--- src/rtl/vfu_motion_pkg.sv ---
`timescale 1ns/1ps
package vfu_motion_pkg;

    localparam int unsigned ARG_W         = 4;
    localparam int unsigned TOF_BIT       = 0;
    localparam int unsigned TOP_CHANNEL   = 11;
    localparam int unsigned FALLBACK_CHAN = 7;

    typedef enum logic [2:0] {
        ST_IDLE,
        ST_SLEW,
        ST_SRCH,
        ST_HITLF,
        ST_TOFLF,
        ST_FF,
        ST_TOFCHK,
        ST_DONE
    } vfu_state_e;

    typedef enum logic {
        REQ_SLEW = 1'b0,
        REQ_SEEK = 1'b1
    } req_kind_e;

    typedef struct packed {
        req_kind_e         kind;
        logic [ARG_W-1:0]  arg;
    } vfu_req_t;

    function automatic logic [ARG_W-1:0] map_channel(input logic [ARG_W-1:0] c);
        return (c > ARG_W'(TOP_CHANNEL)) ? ARG_W'(FALLBACK_CHAN) : c;
    endfunction

endpackage

--- src/rtl/vfu_fmt.sv ---
`timescale 1ns/1ps
module vfu_fmt #(
    parameter int unsigned LEN_W = 8
) (
    input  logic             clk,
    input  logic             rst,
    input  logic             load,
    input  logic [LEN_W-1:0] load_val,
    input  logic             kill,
    input  logic             adv,
    output logic [LEN_W-1:0] len,
    output logic [LEN_W-1:0] ptr,
    output logic [LEN_W-1:0] nxt
);
    logic [LEN_W-1:0] len_q;
    logic [LEN_W-1:0] ptr_q;
    logic [LEN_W:0]   inc;

    // next entry with wrap at the loaded length
    assign inc = {1'b0, ptr_q} + {{LEN_W{1'b0}}, 1'b1};
    assign nxt = (inc >= {1'b0, len_q}) ? '0 : inc[LEN_W-1:0];

    always_ff @(posedge clk) begin
        if (rst) begin
            len_q <= '0;
            ptr_q <= '0;
        end else if (load) begin
            len_q <= load_val;
            ptr_q <= '0;
        end else begin
            if (kill) len_q <= '0;
            if (adv)  ptr_q <= nxt;
        end
    end

    assign len = len_q;
    assign ptr = ptr_q;
endmodule

--- src/rtl/vfu_page.sv ---
`timescale 1ns/1ps
module vfu_page #(
    parameter int unsigned PAGE_W = 12
) (
    input  logic              clk,
    input  logic              rst,
    input  logic              load,
    input  logic [PAGE_W-1:0] load_val,
    input  logic              dec,
    output logic [PAGE_W-1:0] cnt,
    output logic              zero,
    output logic              last
);
    logic [PAGE_W-1:0] cnt_q;
    logic              zero_q;

    // a decrement from one lands on zero
    assign last = (cnt_q == PAGE_W'(1));

    always_ff @(posedge clk) begin
        if (rst) begin
            cnt_q  <= '0;
            zero_q <= 1'b0;
        end else if (load) begin
            cnt_q <= load_val;
        end else if (dec) begin
            cnt_q  <= cnt_q - PAGE_W'(1);
            zero_q <= last;
        end
    end

    assign cnt  = cnt_q;
    assign zero = zero_q;
endmodule

--- src/rtl/vfu_ctrl.sv ---
`timescale 1ns/1ps
module vfu_ctrl
    import vfu_motion_pkg::*;
#(
    parameter int unsigned LEN_W   = 8,
    parameter int unsigned ENTRY_W = 12
) (
    input  logic               clk,
    input  logic               rst,
    input  logic               req_valid,
    input  vfu_req_t           req,
    input  logic               hold,
    input  logic [LEN_W-1:0]   len,
    input  logic               col_nz,
    input  logic [ENTRY_W-1:0] entry,
    input  logic               feed_ready,
    input  logic               page_last,
    output logic               idle,
    output logic               req_ready,
    output logic               feed_valid,
    output logic               feed_ff,
    output logic               col_clr,
    output logic               done,
    output logic               halt,
    output logic               ptr_adv,
    output logic               fmt_kill,
    output logic               page_dec,
    output logic               use_nxt
);
    vfu_state_e       st_q;
    logic [LEN_W-1:0] cnt_q;
    logic [ARG_W-1:0] ch_q;
    logic             halt_q;
    logic             fire;
    logic             hit;
    logic             accept;
    logic [LEN_W-1:0] step_n;

    assign idle      = (st_q == ST_IDLE);
    assign req_ready = idle && !hold;
    assign accept    = req_ready && req_valid;

    assign feed_valid = (st_q == ST_SLEW) || (st_q == ST_HITLF) ||
                        (st_q == ST_TOFLF) || (st_q == ST_FF);
    assign feed_ff    = (st_q == ST_FF);
    assign fire       = feed_valid && feed_ready;
    assign col_clr    = fire && !feed_ff;

    assign hit    = entry[ch_q];
    assign step_n = cnt_q + LEN_W'(1);

    assign use_nxt  = (st_q == ST_SRCH);
    assign ptr_adv  = ((st_q == ST_SLEW) && fire) || (st_q == ST_SRCH);
    assign page_dec = ((st_q == ST_FF) && fire) ||
                      ((st_q == ST_TOFCHK) && entry[TOF_BIT]);
    assign fmt_kill = (accept && req.kind == REQ_SEEK && len == '0) ||
                      ((st_q == ST_SRCH) && !hit && step_n == len);

    assign done = (st_q == ST_DONE);
    assign halt = halt_q;

    always_ff @(posedge clk) begin
        if (rst) begin
            st_q   <= ST_IDLE;
            cnt_q  <= '0;
            ch_q   <= '0;
            halt_q <= 1'b0;
        end else begin
            unique case (st_q)
                ST_IDLE: begin
                    if (accept) begin
                        halt_q <= 1'b0;
                        if (req.kind == REQ_SLEW) begin
                            cnt_q <= LEN_W'(req.arg);
                            st_q  <= (req.arg == '0) ? ST_DONE : ST_SLEW;
                        end else begin
                            cnt_q <= '0;
                            ch_q  <= map_channel(req.arg);
                            if (len == '0) begin
                                halt_q <= 1'b1;
                                st_q   <= ST_DONE;
                            end else begin
                                st_q <= ST_SRCH;
                            end
                        end
                    end
                end
                ST_SLEW, ST_HITLF: begin
                    if (fire) begin
                        cnt_q <= cnt_q - LEN_W'(1);
                        if (cnt_q == LEN_W'(1)) st_q <= ST_TOFCHK;
                    end
                end
                ST_SRCH: begin
                    cnt_q <= step_n;
                    if (hit) begin
                        if (ch_q != '0)  st_q <= ST_HITLF;
                        else if (col_nz) st_q <= ST_TOFLF;
                        else             st_q <= ST_FF;
                    end else if (step_n == len) begin
                        halt_q <= 1'b1;
                        st_q   <= ST_DONE;
                    end
                end
                ST_TOFLF: begin
                    if (fire) st_q <= ST_FF;
                end
                ST_FF: begin
                    if (fire) begin
                        halt_q <= page_last;
                        st_q   <= ST_DONE;
                    end
                end
                ST_TOFCHK: begin
                    halt_q <= entry[TOF_BIT] && page_last;
                    st_q   <= ST_DONE;
                end
                ST_DONE: st_q <= ST_IDLE;
                default: st_q <= ST_IDLE;
            endcase
        end
    end
endmodule

--- src/rtl/vfu_motion.sv ---
`timescale 1ns/1ps
module vfu_motion
    import vfu_motion_pkg::*;
#(
    parameter int unsigned LEN_W   = 8,
    parameter int unsigned PAGE_W  = 12,
    parameter int unsigned ENTRY_W = 12
) (
    input  logic               clk,
    input  logic               rst,
    input  logic               req_valid,
    output logic               req_ready,
    input  logic               req_kind,
    input  logic [ARG_W-1:0]   req_arg,
    input  logic               fmt_len_load,
    input  logic [LEN_W-1:0]   fmt_len_val,
    input  logic               page_load,
    input  logic [PAGE_W-1:0]  page_val,
    input  logic               col_nz,
    output logic [LEN_W-1:0]   mem_addr,
    input  logic [ENTRY_W-1:0] mem_data,
    output logic               feed_valid,
    input  logic               feed_ready,
    output logic               feed_ff,
    output logic               col_clr,
    output logic               done,
    output logic               halt,
    output logic               page_zero,
    output logic [PAGE_W-1:0]  page_cnt,
    output logic [LEN_W-1:0]   fmt_len,
    output logic [LEN_W-1:0]   fmt_ptr
);
    vfu_req_t         req;
    logic             idle;
    logic             hold;
    logic             ptr_adv;
    logic             fmt_kill;
    logic             page_dec;
    logic             page_last;
    logic             use_nxt;
    logic [LEN_W-1:0] nxt;

    assign req.kind = req_kind_e'(req_kind);
    assign req.arg  = req_arg;
    assign hold     = fmt_len_load || page_load;
    assign mem_addr = use_nxt ? nxt : fmt_ptr;

    vfu_fmt #(.LEN_W(LEN_W)) u_fmt (
        .clk      (clk),
        .rst      (rst),
        .load     (fmt_len_load && idle),
        .load_val (fmt_len_val),
        .kill     (fmt_kill),
        .adv      (ptr_adv),
        .len      (fmt_len),
        .ptr      (fmt_ptr),
        .nxt      (nxt)
    );

    vfu_page #(.PAGE_W(PAGE_W)) u_page (
        .clk      (clk),
        .rst      (rst),
        .load     (page_load && idle),
        .load_val (page_val),
        .dec      (page_dec),
        .cnt      (page_cnt),
        .zero     (page_zero),
        .last     (page_last)
    );

    vfu_ctrl #(.LEN_W(LEN_W), .ENTRY_W(ENTRY_W)) u_ctrl (
        .clk        (clk),
        .rst        (rst),
        .req_valid  (req_valid),
        .req        (req),
        .hold       (hold),
        .len        (fmt_len),
        .col_nz     (col_nz),
        .entry      (mem_data),
        .feed_ready (feed_ready),
        .page_last  (page_last),
        .idle       (idle),
        .req_ready  (req_ready),
        .feed_valid (feed_valid),
        .feed_ff    (feed_ff),
        .col_clr    (col_clr),
        .done       (done),
        .halt       (halt),
        .ptr_adv    (ptr_adv),
        .fmt_kill   (fmt_kill),
        .page_dec   (page_dec),
        .use_nxt    (use_nxt)
    );
endmodule

--- config.mk ---
export PLATFORM = sky130hd
export DESIGN_NAME = vfu_motion
export DESIGN_NICKNAME = d
export VERILOG_FILES = /design/src/rtl/vfu_motion_pkg.sv /design/src/rtl/vfu_fmt.sv /design/src/rtl/vfu_page.sv /design/src/rtl/vfu_ctrl.sv /design/src/rtl/vfu_motion.sv
export SDC_FILE = /design/constraint.sdc
export NUM_CORES = 1
export LEC_CHECK = 0
export BUFFER_PORTS_ARGS = -buffer_cell sky130_fd_sc_hd__buf_4
export CAP_MARGIN = 5
export CORE_MARGIN = 2
export CORE_UTILIZATION = 45
export DETAILED_ROUTE_END_ITERATION = 12
export PLACE_DENSITY = 0.69
export SYNTH_ARGS = -nofsm -noshare
export SYNTH_HDL_FRONTEND = slang
export SYNTH_SLANG_ARGS = --single-unit
export TNS_END_PERCENT = 50
--- constraint.sdc ---
create_clock -name clk -period 3.62 [get_ports clk]
set_input_delay 0.543 -clock clk [delete_from_list [all_inputs] [get_ports clk]]
set_output_delay 0.543 -clock clk [all_outputs]
set_load 0.02 [all_outputs]
Yosys cells after proc, flatten, opt, wreduce, memory -nomap -nowiden

Cells that the tools add are included.

Add/subtract/negate cells: 4
Magnitude comparators: 3
Equality and inequality tests: 18
Muxes and demuxes: 33
Bitwise gates (word level): 1
Reductions and logical operators: 39

Operators by type and width:

| cell                                                                     | number |
|---|---|
| 8-bit two-way mux                                                        | 6 |
| 3-bit two-way mux                                                        | 11 |
| 12-bit two-way mux                                                       | 2 |
| 8-bit case mux with 3 select lines                                       | 1 |
| 3-bit case mux with 7 select lines                                       | 1 |
| 1-bit logical AND                                                        | 14 |
| 12-bit by 1-bit == test with 1-bit output (second input constant)        | 1 |
| 3-bit == test (second input constant)                                    | 4 |
| 12-bit by 1-bit subtractor with 12-bit output (second input constant)    | 1 |
| 2-bit by 1-bit inequality test with 1-bit output (second input constant) | 5 |
| 8-bit by 1-bit adder with 9-bit output (second input constant)           | 1 |
| 9-bit by 8-bit >= comparator with 1-bit output                           | 1 |
| 8-bit by 1-bit adder with 8-bit output (second input constant)           | 1 |
| 8-bit by 1-bit == test with 1-bit output (second input constant)         | 1 |
| 8-bit == test                                                            | 1 |
| 8-bit logical NOT                                                        | 1 |
| 1-bit two-way mux                                                        | 8 |
| 4-bit two-way mux                                                        | 2 |
| 4-bit nonzero test                                                       | 2 |
| 8-bit by 1-bit subtractor with 8-bit output (second input constant)      | 1 |
| 1-bit logical OR                                                         | 7 |
| 3-bit by 2-bit == test with 1-bit output (second input constant)         | 2 |
| 3-bit AND reduction                                                      | 2 |
| 6-bit AND reduction                                                      | 1 |
| 16 further kinds                                                         | 21 |

Flip-flop bits (word level): 45
Output and inout port bits: 43
Logic and storage cells: 106

Longest topological paths before layout

Depth in word-level cells: 9
Depth in mapped cells: 12
Gate-level depth less buffers: 11

Cells and area by module

From an unflattened synthesis, not the netlist that was laid out.

Cells, all modules: 461
Area, all modules: 3656.0 um2

Modules (own cells, without submodules):

| module     | times used | cells each | area an instance (um2) | seq. area each (um2) |
|---|---|---|---|---|
| vfu_ctrl   | 1          | 220        | 1660.3                 | 320.3 |
| vfu_fmt    | 1          | 130        | 1026.0                 | 320.3 |
| vfu_page   | 1          | 99         | 819.5                  | 260.2 |
| vfu_motion | 1          | 12         | 150.1                  | 0.0 |

Worst setup path before layout

Ideal clock, no wire load.

Path type: register to output
Start: register u_fmt.ptr_q[0], in the netlist u_fmt.ptr[0]
End: output port mem_addr[7]
Data arrival time: 3.051 ns
Slack: 0.026 ns
Stages on the path, launching flop included: 11
Path buffers: 0
Cells stage by stage: dfxtp_1 > ha_1 > nand3_1 > xnor2_1 > ha_1 > a21o_1 > a21o_1 > a21oi_1 > o21ai_1 > a21o_1 > o41ai_1

Word-level cells in the longest chain between the ends: 4

RTL lines:

| item                                           | RTL line         | RTL |
|---|---|---|
| from (decl)                                    | vfu_fmt.sv:16    | `logic [LEN_W-1:0] ptr_q;` |
| from (signal assigned)                         | vfu_fmt.sv:32    | `if (adv) ptr_q <= nxt;` |
| 8-bit by 1-bit adder with 9-bit output (*)     | vfu_fmt.sv:20    | `assign inc = {1'b0, ptr_q} + {{LEN_W{1'b0}}, 1'b1};` |
| 9-bit by 8-bit >= comparator with 1-bit output | vfu_fmt.sv:21    | `assign nxt = (inc >= {1'b0, len_q}) ? '0 : inc[LEN_W-1:0];` |
| 8-bit two-way mux (*)                          | vfu_fmt.sv:21    |  |
| 8-bit two-way mux (*)                          | vfu_motion.sv:46 | `assign mem_addr = use_nxt ? nxt : fmt_ptr;` |
| to (decl)                                      | vfu_motion.sv:20 | `output logic [LEN_W-1:0] mem_addr,` |

Mark *: on every way between the ends. The rest lies on a longest branch, timed or not.

Worst setup path in the final report

Start: register u_fmt.ptr_q[0], in the netlist u_fmt.ptr[0]
End: output port mem_addr[3]

The elaborated chain is that of the path after synthesis.

==> impl_metrics.ini <==
[floorplanning]
core_um2 = 7610
die_h_um = 91.9
ios = 87
start_util = 0.457
fp.dieW_um = 91.9
fp-row-count = 32
dieArea_um2 = 8440

[status]
status = completed

[timing]
slew_headroom = 0.456
min_period_ns = 3.47
setup_violations = 0
slew_violations = 0
period_share = 0.959
fin_worst_skew_ns = 0.00585
max_slew.worst_pin.slew_ns = 0.810
hold_violations = 0
fmax_mhz = 288

[synth]
syn_inst = 454
syn_area_um2 = 3470
synth-main-ff-cell = dfxtp_1
synth_edf_count = 0
yosysWarnings = 0
yosys-top-cells-count = 58 x nand2_1, 52 x nor2_1, 45 x dfxtp_1
yosys.cell_types.count = 78
synth-seq-cells = 45
synth_top_family_by_area = simple AND/OR/NAND/NOR gates
synth_top_area_share = 0.259
synth.avg_cell_area_um2 = 7.65
yosysSeqAreaShare = 0.259
synthXorXnorAreaFrac = 0.0468
ys_async_sr_fraction = 0
yosys.area_share.adder = 0.0504
synth_top_cell_by_area = dfxtp_1
yosys.area_share.simple = 0.292
synth_fp_nets = 512
synth_mux_area_frac = 0.0342
synth.most_common_cell = nand2_1
synthTopCellsByArea = dfxtp_1 26%, nand2_1 6.3%, nor2_1 5.6%, a21oi_1 5.3%, ha_1 5.0%
synth_compound_area_frac = 0.260

[grt]
grt_pass1_wl_um = 16000
grt_max_degree = 35
grt_use_met1 = 0.319
antenna_found_initial = 0
gr-usage-met2 = 0.376
gr-total-overflow = 0
grt_usage = 0.228
grtUsageMet3 = 0.0296
grt_pass1_vias = 3387
grt.busiest_layer = met2

[power]
p_seq_frac = 0.280
comb_power_share = 0.577
power_switching_w = 0.00133
p_sw_frac = 0.479
p_per_area_nw_per_um2 = 643
p_leak_nw = 1.82
intPower_w = 0.00144
max-vdd-ir-drop_uv = 327
clockPowerShare = 0.143

[routing]
viasPerCell = 5.83
via_count = 3684
dr.pass1.iters = 5
drt_wl_total_um = 9790
ant_nets = 0
drc = 0
route.detailed.wl_per_inst_um = 15.5
drtIter0Drc = 252

[cts]
cts_tree = done
root_buffer = clkbuf_8
cts_sinks = 45
h-tree-depth = 2
clk_latency_ns = 0.31
numCtsBuffers = 5
cts.reportedPaths.clkPinSlew_ns = 0.09
clock_path_buffers = 2
cts_hold_buf = 0

[finish]
nFillCells = 770
multi_input_comb_area_um2 = 2380
antenna_cells = 0
postLayoutCoreUtil = 0.566
final_nets = 587
final_area_um2 = 4310
drive_above_1_share = 0.234
syn_to_final_growth_pct = 24.0
ff_latch_area_um2 = 911

[placed_design]
dp_hpwl_um = 7340
place_area_um2 = 4160
io_buffers = 86
place.gp.congestion = 0.880

[worst_setup_path]
endpoint_kind = primary output
cp-start-kind = flip-flop
crit_fanout = 8
crit_type = reg2out
crit_required_ns = 3.08
crit_arrival_ns = 2.93

[worst_hold_path]
hp-class = in2reg

[flow_run]
maxCapViolations = 0
-- critical path, cell delays in order (launching register included) --
cell and delay [ns]:
dfxtp_4 0.39, ha_2 0.18, nand3_1 0.11, xnor2_1 0.15
ha_1 0.32, a21o_1 0.16, a21o_1 0.18, a21oi_2 0.14
o21ai_2 0.08, a21o_1 0.19, or4_1 0.47, nand3_1 0.10
buf_4 0.14
-- cell usage in the layout, fill, tap and decap left out, types with 3 or more instances in the layout --
cell and instances:
a21oi_1 36, a21o_1 5, a32o_1 3, buf_4 93, a221o_1 3, a22oi_1 4, dfxtp_1 41, nand2_1 58
nand4_1 5, or3_1 4, nand3b_1 3, xor2_1 9, o22ai_1 4, a221oi_1 8, ha_1 13, nand2b_1 6
o21ai_0 17, inv_1 19, xnor2_1 7, o211ai_1 3, nor3_1 15, clkbuf_8 5, nor2_1 52, and3_1 4
mux4_1 3, nor4_1 8, nand3_1 19, a22o_1 9, mux2i_1 4, and2_1 3
-- final cells by class --
type,instances,share of cell area
well taps,102,0.0296
clock buffers,5,0.0160
repair buffers,93,0.162
flip-flops and latches,45,0.212
clock inverters,3,0.0107
multi-input cells,365,0.553
inverters,19,0.0166
-- power by group through the flow --
stage | sequential (W) | clock (W) | combinational (W)
6_report | 0.000776 | 0.000395 | 0.00160
4_1_cts | 0.000771 | 0.000401 | 0.00157
3_5_place_dp | 0.000781 | 0 | 0.00156
2_1_floorplan | 0.000745 | 0 | 0.00117
5_1_grt | 0.000797 | 0.000421 | 0.00177
3_3_place_gp | 0.000780 | 0 | 0.00155
-- metrics by stage --
stage | total power (W) | setup WS (ns) | cells | TNS, ns | hold slack [ns]
after floorplan | 0.00192 | 0.0256 | 454 | 0 | 0.506
after global placement | 0.00233 | 0.360 | 623 | 0 | 0.482
after detailed placement | 0.00235 | 0.309 | 623 | 0 | 0.484
after CTS | 0.00274 | 0.0293 | 631 | 0 | 0.443
after global routing | 0.00299 | -0.0121 | 632 | -0.0142 | 0.442
final | 0.00277 | 0.148 | 632 | 0 | 0.444
-- state kept, by name, indices dropped and copies added (netlist names) --
signal / count
u_page.zero: 1
u_ctrl.ch_q: 4
u_fmt.ptr: 8
u_ctrl.halt: 1
u_page.cnt: 12
u_ctrl.cnt_q: 8
u_fmt.len: 8
u_ctrl.st_q: 3
-- final timing paths --
path	cells after the start	start	endpoint	slack, ns
worst min register to register	2	u_page.cnt[3]$_SDFFE_PP0P_	u_page.cnt[3]$_SDFFE_PP0P_	0.50
worst max-delay path	12	u_fmt.ptr[0]$_SDFFE_PP0P_	mem_addr[3]	0.15
worst max register to register	8	u_ctrl.cnt_q[1]$_SDFFE_PP0P_	u_fmt.len[5]$_SDFFE_PP0P_	1.00
worst min-delay path	2	fmt_len_val[2]	u_fmt.len[2]$_SDFFE_PP0P_	0.44
-- cell families after synthesis --
group,Yosys count
compound gates,127
simple gates,200
buf+inv,44
flops,45
mux,7
fa+ha+maj,14
xor+xnor,17
-- per-layer routing --
| metal | wire (µm) | share of wire | vias to the layer above |
|---|---|---|---|
| met5 | 0 | 0 | - |
| met4 | 91 | 0.0093 | 0 |
| met3 | 538 | 0.055 | 9 |
| met2 | 4630 | 0.47 | 107 |
| met1 | 4530 | 0.46 | 1741 |
| li1 | - | - | 1827 |
-- timing repair --
item | in CTS | in global routing
pin swaps | 0 | 4
gates resized for setup | 2 | 8
endpoints found under the setup margin | 1 | 4
buffers inserted | 0 | 1
No activity file was read; power rests on OpenSTA's default activity.
